===== config.mk =====
export PLATFORM = sky130hd
export DESIGN_NAME = acpi_seq_ctrl
export DESIGN_NICKNAME = d
export VERILOG_FILES = /design/src/rtl/acpi_seq_pkg.sv /design/src/rtl/acpi_seq_cnt.sv /design/src/rtl/acpi_seq_fsm.sv /design/src/rtl/acpi_seq_dec.sv /design/src/rtl/acpi_seq_ctrl.sv
export SDC_FILE = /design/constraint.sdc
export NUM_CORES = 1
export LEC_CHECK = 0
export ABC_AREA = 1
export ABC_CLOCK_PERIOD_IN_PS = 1500
export CORE_ASPECT_RATIO = 0.8
export CORE_MARGIN = 2
export CORE_UTILIZATION = 51
export DETAILED_ROUTE_END_ITERATION = 12
export PLACE_DENSITY = 0.75
export RECOVER_POWER = 25
export SYNTH_ARGS = -nofsm -noshare
export SYNTH_HDL_FRONTEND = slang
export SYNTH_SLANG_ARGS = --single-unit

===== constraint.sdc =====
create_clock -name clk_i -period 1.5 [get_ports clk_i]
set_input_delay 0.3 -clock clk_i [delete_from_list [all_inputs] [get_ports clk_i]]
set_output_delay 0.3 -clock clk_i [all_outputs]
set_load 0.02 [all_outputs]

===== src/rtl/acpi_seq_pkg.sv =====
package acpi_seq_pkg;
  typedef enum logic [1:0] {
    PS_OFF  = 2'b00,
    PS_SBNU = 2'b01,
    PS_SUSP = 2'b10,
    PS_WORK = 2'b11
  } pstate_e;

  typedef enum logic [1:0] {
    DRV_REL    = 2'b00,
    DRV_WEAK   = 2'b01,
    DRV_STRONG = 2'b10
  } drv_e;
endpackage


===== src/rtl/acpi_seq_cnt.sv =====
module acpi_seq_cnt #(
  parameter int unsigned LIMIT = 16
) (
  input  logic clk_i,
  input  logic rst_ni,
  input  logic clr_i,
  input  logic inc_i,
  output logic done_o
);
  localparam int unsigned W = (LIMIT < 1) ? 1 : $clog2(LIMIT + 1);
  localparam logic [W-1:0] LIM = W'(LIMIT);

  logic [W-1:0] cnt_q;

  assign done_o = (cnt_q == LIM);

  always_ff @(posedge clk_i or negedge rst_ni) begin
    if (!rst_ni)             cnt_q <= '0;
    else if (clr_i)          cnt_q <= '0;
    else if (inc_i && !done_o) cnt_q <= cnt_q + 1'b1;
  end
endmodule


===== src/rtl/acpi_seq_fsm.sv =====
module acpi_seq_fsm
  import acpi_seq_pkg::*;
(
  input  logic    clk_i,
  input  logic    rst_ni,
  input  logic    uvlo_i,
  input  logic    run_i,
  input  logic    pwr_en_i,
  input  logic    sleep_n_i,
  input  logic    usb_stby_n_i,
  input  logic    main5_ok_i,
  output pstate_e state_o
);
  pstate_e st_q, st_d;

  always_comb begin
    st_d = st_q;
    if (uvlo_i || !run_i || !pwr_en_i)  st_d = PS_OFF;
    else if (!sleep_n_i)                st_d = usb_stby_n_i ? PS_SUSP : PS_SBNU;
    else if (st_q == PS_WORK || main5_ok_i) st_d = PS_WORK;
  end

  always_ff @(posedge clk_i or negedge rst_ni) begin
    if (!rst_ni) st_q <= PS_OFF;
    else         st_q <= st_d;
  end

  assign state_o = st_q;
endmodule


===== src/rtl/acpi_seq_dec.sv =====
module acpi_seq_dec
  import acpi_seq_pkg::*;
(
  input  pstate_e     state_i,
  input  logic        main5_ok_i,
  input  logic        settled_i,
  input  logic        vddq_ok_i,
  output logic        dual_sw_o,
  output logic        usb_sw_n_o,
  output logic        main_gate_o,
  output logic [1:0]  dual_mode_o,
  output logic [1:0]  usb_mode_o,
  output logic        ldo_aon_en_o,
  output logic        vddq_en_o,
  output logic        vtt_en_o
);
  drv_e pull_mode;
  drv_e dual_m, usb_m;

  // weak sink limits inrush while the main rail is still down
  assign pull_mode = main5_ok_i ? DRV_STRONG : DRV_WEAK;

  always_comb begin
    dual_m       = DRV_REL;
    usb_m        = DRV_REL;
    main_gate_o  = 1'b0;
    ldo_aon_en_o = 1'b1;
    unique case (state_i)
      PS_OFF:  ;
      PS_SBNU: dual_m = pull_mode;
      PS_SUSP: begin
        dual_m = pull_mode;
        usb_m  = pull_mode;
      end
      PS_WORK: begin
        main_gate_o  = 1'b1;
        ldo_aon_en_o = 1'b0;
      end
      default: ;
    endcase
  end

  assign dual_mode_o = dual_m;
  assign usb_mode_o  = usb_m;
  assign dual_sw_o   = (dual_m == DRV_REL);
  assign usb_sw_n_o  = (usb_m == DRV_REL);
  assign vddq_en_o   = settled_i && (state_i != PS_OFF);
  assign vtt_en_o    = vddq_en_o && (state_i == PS_WORK) && vddq_ok_i;
endmodule


===== src/rtl/acpi_seq_ctrl.sv =====
module acpi_seq_ctrl
  import acpi_seq_pkg::*;
#(
  parameter int unsigned BLANK_CYCLES  = 85000,
  parameter int unsigned SETTLE_CYCLES = 5000
) (
  input  logic       clk_i,
  input  logic       rst_ni,
  input  logic       vcc_uvlo_i,
  input  logic       pwr_en_i,
  input  logic       sleep_n_i,
  input  logic       usb_stby_n_i,
  input  logic       main5_ok_i,
  input  logic       vddq_ok_i,
  output logic       dual_sw_o,
  output logic       usb_sw_n_o,
  output logic       main_gate_o,
  output logic [1:0] dual_mode_o,
  output logic [1:0] usb_mode_o,
  output logic       ldo_aon_en_o,
  output logic       vddq_en_o,
  output logic       vtt_en_o,
  output logic [1:0] state_o
);
  logic    run, settled, settle_clr;
  pstate_e st;

  acpi_seq_cnt #(.LIMIT(BLANK_CYCLES)) i_blank (
    .clk_i  (clk_i),
    .rst_ni (rst_ni),
    .clr_i  (vcc_uvlo_i),
    .inc_i  (1'b1),
    .done_o (run)
  );

  acpi_seq_fsm i_fsm (
    .clk_i        (clk_i),
    .rst_ni       (rst_ni),
    .uvlo_i       (vcc_uvlo_i),
    .run_i        (run),
    .pwr_en_i     (pwr_en_i),
    .sleep_n_i    (sleep_n_i),
    .usb_stby_n_i (usb_stby_n_i),
    .main5_ok_i   (main5_ok_i),
    .state_o      (st)
  );

  assign settle_clr = vcc_uvlo_i || !run || (st == PS_OFF);

  acpi_seq_cnt #(.LIMIT(SETTLE_CYCLES)) i_settle (
    .clk_i  (clk_i),
    .rst_ni (rst_ni),
    .clr_i  (settle_clr),
    .inc_i  (main5_ok_i),
    .done_o (settled)
  );

  acpi_seq_dec i_dec (
    .state_i      (st),
    .main5_ok_i   (main5_ok_i),
    .settled_i    (settled),
    .vddq_ok_i    (vddq_ok_i),
    .dual_sw_o    (dual_sw_o),
    .usb_sw_n_o   (usb_sw_n_o),
    .main_gate_o  (main_gate_o),
    .dual_mode_o  (dual_mode_o),
    .usb_mode_o   (usb_mode_o),
    .ldo_aon_en_o (ldo_aon_en_o),
    .vddq_en_o    (vddq_en_o),
    .vtt_en_o     (vtt_en_o)
  );

  assign state_o = st;
endmodule


# Yosys cells after proc, flatten, opt, wreduce, memory -nomap -nowiden

Index checks and enable logic that the tools add are counted.

Add/subtract/negate cells: 2
Eq/ne operators: 7
Mux-type cells: 13
Reductions and logical operators: 17

Operators by type and width:

| operator                                               | count |
|---|---|
| two-way mux 17 bit                                     | 2 |
| two-way mux 13 bit                                     | 2 |
| adder 17 x 1 -> 17 bit (second input constant)         | 1 |
| == test 17 bit (second input constant)                 | 1 |
| two-way mux 2 bit                                      | 7 |
| adder 13 x 1 -> 13 bit (second input constant)         | 1 |
| == test 13 bit (second input constant)                 | 1 |
| zero test 2 bit                                        | 3 |
| == test 2 bit (second input constant)                  | 2 |
| logical AND 1 bit                                      | 4 |
| logical OR 1 bit                                       | 4 |
| nonzero test 2 bit                                     | 2 |
| zero test 1 bit                                        | 3 |
| inequality test 3 x 1 -> 1 bit (second input constant) | 1 |
| == test 2 x 1 -> 1 bit (second input constant)         | 1 |
| two-way mux 1 bit                                      | 2 |
| inequality test 2 bit (second input constant)          | 1 |
| OR reduction 2 bit                                     | 1 |

Flip-flop bits (word level): 32
Input port bits: 8
Output and inout port bits: 12
Word-level logic and storage cells: 42

# Logic depth before layout (Yosys ltp)

Depth after elaboration: 5
Mapped depth: 11

# Modules after synthesis

Synthesis repeated with hierarchy kept, for this count alone.

Cell total of the unflattened synthesis: 361
Area, all modules: 2343.5 µm²

Modules (own cells, without submodules):

| module                  | times used | cells each | area each (µm²) | seq. area each (µm²) |
|---|---|---|---|---|
| acpi_seq_cnt (i_blank)  | 1          | 183        | 1173.6          | 425.4 |
| acpi_seq_cnt (i_settle) | 1          | 132        | 917.1           | 325.3 |
| acpi_seq_fsm            | 1          | 20         | 123.9           | 50.0 |
| acpi_seq_dec            | 1          | 19         | 100.1           | 0.0 |
| acpi_seq_ctrl           | 1          | 7          | 28.8            | 0.0 |

# Worst setup path after synthesis

Ideal clock, no wire load.

Path type: reg2out
Start point: register i_settle.cnt_q[0]
End point: output vtt_en_o
Data arrival time: 1.578 ns
Slack: -0.378 ns
Cell stages (with the launch flop): 8
Cells stage by stage: dfrtp_1 -> inv_1 -> ha_1 -> nand2_1 -> nor2_4 -> nand3_4 -> nor2_1 -> and3_1

Longest elaborated chain between the ends: 4

RTL lines:

| element                         | line                | RTL |
|---|---|---|
| start: declaration              | acpi_seq_cnt.sv:13  | `logic [W-1:0] cnt_q;` |
| start signal: assignment        | acpi_seq_cnt.sv:20  | `else if (inc_i && !done_o) cnt_q <= cnt_q + 1'b1;` |
| == test 13 bit                  | acpi_seq_cnt.sv:15  | `assign done_o = (cnt_q == LIM);` |
| logical AND 1 bit               | acpi_seq_dec.sv:47  | `assign vddq_en_o = settled_i && (state_i != PS_OFF);` |
| named net vddq_en_o             | acpi_seq_ctrl.sv:21 | `output logic vddq_en_o,` |
| logical AND 1 bit (2 in series) | acpi_seq_dec.sv:48  | `assign vtt_en_o = vddq_en_o && (state_i == PS_WORK) && vddq_ok_i;` |
| end: declaration                | acpi_seq_ctrl.sv:22 | `output logic vtt_en_o,` |

The timed path passes the listed nets, and every way through them passes these cells.

# Final worst setup path

Start point: register i_settle.cnt_q[1]
End point: output vtt_en_o

Longest elaborated chain between the ends: 4

RTL lines:

| element                         | line |
|---|---|
| == test 13 bit                  | acpi_seq_cnt.sv:15 |
| logical AND 1 bit               | acpi_seq_dec.sv:47 |
| logical AND 1 bit (2 in series) | acpi_seq_dec.sv:48 |

No other way between the ends.

==> impl_metrics.ini <==
[grt]
antenna_found_initial = 0
grt_overflow = 0
grt_max_degree = 33
grt_pass1_wl_mm = 8.266
grt_pass1_vias = 1762
grt_usage_pct = 24.59

[placed_design]
hpwl_mm = 3.431
place_congestion = 0.8731
io_buffers = 19

[clocking]
clock_latency_ps = 290
clockBufferDepth = 2
cts_root_buf = clkbuf_8
cts_tree = built
htree_levels = 2
cts_sinks = 32
cts_buffers = 5
cts.clk_slew.worst_paths_ps = 70
cts_hold_buf = 0

[critical_path]
cp_top_family = simple AND/OR/NAND/NOR gates
path_class = reg2out
cp-start-kind = flip-flop
cpMaxStageDelayCell = dfrtp_1
critPathArrivalTime_ps = 1530
worstPathRequired_ps = 1200
crit_path_max_fanout = 2
crit_buf_inv = 2
crit_chain = inv_2 > ha_4 > nand2_4 > nor2_4 > nand3_4 > nor2_4 > and3_4 > buf_6
path_common_cell = nor2_4
endpoint_kind = output pin
max_stage_delay_ps = 390

[power_and_ir_drop]
p_leak_nw = 1.287
p_per_area_mw_per_mm2 = 592.8
peakVddDrop_mv = 0.7255

[cells_and_area]
final_util_pct = 74.28
drive_gt1_share_pct = 34.32
n_antenna_cell = 0
area_delta_synth_final_pct = 38.60
fillerInstances = 250
nets = 352

[logic_synthesis]
yosys-top-cells-area = dfrtp_1, nand2_1, inv_1, nor2_1, ha_1
synth.top_cell.area_share_pct = 39.02
synthDistinctLibCells = 32
syn_area_mm2 = 0.002052
synth_edf_count = 0
avgSynthCellArea_um2 = 7.408
syn_inst = 277
yosysWarnings = 0
ys.flop_type = dfrtp_1
synth_top_area_cell = dfrtp_1
synth_seq_cells = 32
synth-seq-area-share_pct = 39.02
mappedNetlistNets = 292
synth-async-reset-ratio_pct = 100.0

[timing]
fmax_mhz = 545.8
final.setup.worst_slack_ps = -332.2
min_period_over_period_pct = 122.1
grt_setup_unrepaired = yes
slew_headroom_pct = 46.21
setup_viol = 19
finClkSkew_ps = 5.655
tightest_slew_ps = 806.9
post-route-min-period_ps = 1832
whs_ps = 527.8
hold_viol_final = 0
slew_viol_final = 0

[detailed_routing]
drt_iter0_drc = 184
dr.pass1.iters = 4
drc = 0
routed_wl_mm = 5.251
vias = 1985
avgRoutedWirePerCell_um = 13.36
via_per_inst = 5.051
ant_nets = 0

[run_status]
status = finished with violations
violations = setup timing

[floorplanning]
pin_count = 20
die_height_um = 60.74
start_util_pct = 53.59
die_x_um = 74.92
coreArea_mm2 = 0.003829
rows = 20
die-area_mm2 = 0.004550

[hold_path]
hp-class = reg2reg

[job]
maxCapViolCount = 0
per-layer routing:
layer,vias up,global-route usage [%],wire length (um)
met4,0,6.122,72
met3,8,5.316,339
met2,72,37.09,2371
met1,915,36.24,2467
li1,990,-,-
met5,-,0,0
layout make-up:
cell class,count,area [um2],area share (%)
Tap cell,55,68.82,2.420
Timing Repair Buffer,54,462.9,16.28
Inverter,56,225.2,7.919
Sequential cell,32,802.0,28.20
Clock buffer,6,72.57,2.552
Clock inverter,2,16.27,0.5719
Multi-Input combinational cell,188,1196,42.06
worst paths after layout:
check                                  startpoint                 to  slack (ps)  depth (start not counted)
max in group asynchronous                  rst_ni   i_blank.cnt_q[1]         320                          2
worst min register to register   i_blank.cnt_q[9]   i_blank.cnt_q[9]         530                          1
worst min-delay path             i_blank.cnt_q[9]   i_blank.cnt_q[9]         530                          1
worst max register to register  i_settle.cnt_q[1]  i_settle.cnt_q[6]        -110                         13
min in group asynchronous                  rst_ni  i_blank.cnt_q[14]         620                          2
worst max-delay path            i_settle.cnt_q[1]           vtt_en_o        -330                          8
synth_stat cells (3+ instances only):
library cell,count
o21ai_0,12
a21oi_1,12
dfrtp_1,32
o21bai_1,6
inv_2,3
inv_1,51
nor3_1,6
nand4_1,5
nand2_1,56
nor2_1,34
ha_1,7
nand2_2,3
nand3_1,13
nand3_2,3
nor2_2,14
registers in the layout (all words and copies together) (netlist names):
name            count
i_fsm.state_o       2
i_blank.cnt_q      17
i_settle.cnt_q     13
cells in the final DEF (no fill, tap or decap), types with 5 or more instances in the layout:
cell type | netlist | final
dfrtp_1 | 32 | 31
nand3_1 | 13 | 9
nand2_2 | 3 | 7
nor2_1 | 34 | 30
a21oi_1 | 12 | 12
nor2_4 | 2 | 8
o21ai_1 | 1 | 5
clkdlybuf4s50_1 | 0 | 6
nand4_1 | 5 | 5
nand2_1 | 56 | 50
ha_4 | 0 | 5
clkbuf_8 | 0 | 5
nand3_2 | 3 | 6
o21bai_1 | 6 | 6
inv_2 | 3 | 11
buf_6 | 1 | 10
buf_4 | 0 | 31
nor3_1 | 6 | 6
inv_1 | 51 | 42
o21ai_0 | 12 | 8
nor2_2 | 14 | 12
repair_timing:
item                                    CTS  global route
setup buffers                             4             2
endpoints found under the setup margin   28            34
cloned                                    1             0
pin swaps                                 5             8
gates resized for setup                  78            31
where the power goes:
group | switching, mW | internal, mW | leakage (nW)
logic | 0.0768 | 0.0540 | 0.802
registers | 0.0106 | 0.869 | 0.443
clock network | 0.345 | 0.330 | 0.0414
metrics by stage:
stage	TNS [ps]	power (mW)	cells	worst slack (ps)	cell area, um2
after floorplan	-139.7	0.9419	277	-139.7	2067
after global placement	-3388	1.002	379	-491.7	2547
after detailed placement	-4046	1.007	379	-550.2	2547
after CTS	-1041	1.687	392	-368.9	2750
after global routing	-3209	1.753	393	-391.6	2844
final	-1641	1.686	393	-332.2	2844
kinds of logic (layout without fill, tap and decap cells):
| family | after synthesis | in the layout | synth area share, % |
|---|---|---|---|
| DFF | 32 | 32 | 39.02 |
| and+or+nand+nor | 144 | 145 | 35.18 |
| adders and majority gates | 7 | 7 | 4.268 |
| xor gates and xnor gates | 1 | 1 | 0.4269 |
| buffers and inverters | 58 | 118 | 11.46 |
| AOI/OAI and AO/OA | 35 | 35 | 9.634 |
Power figures use the tool's default switching activity.
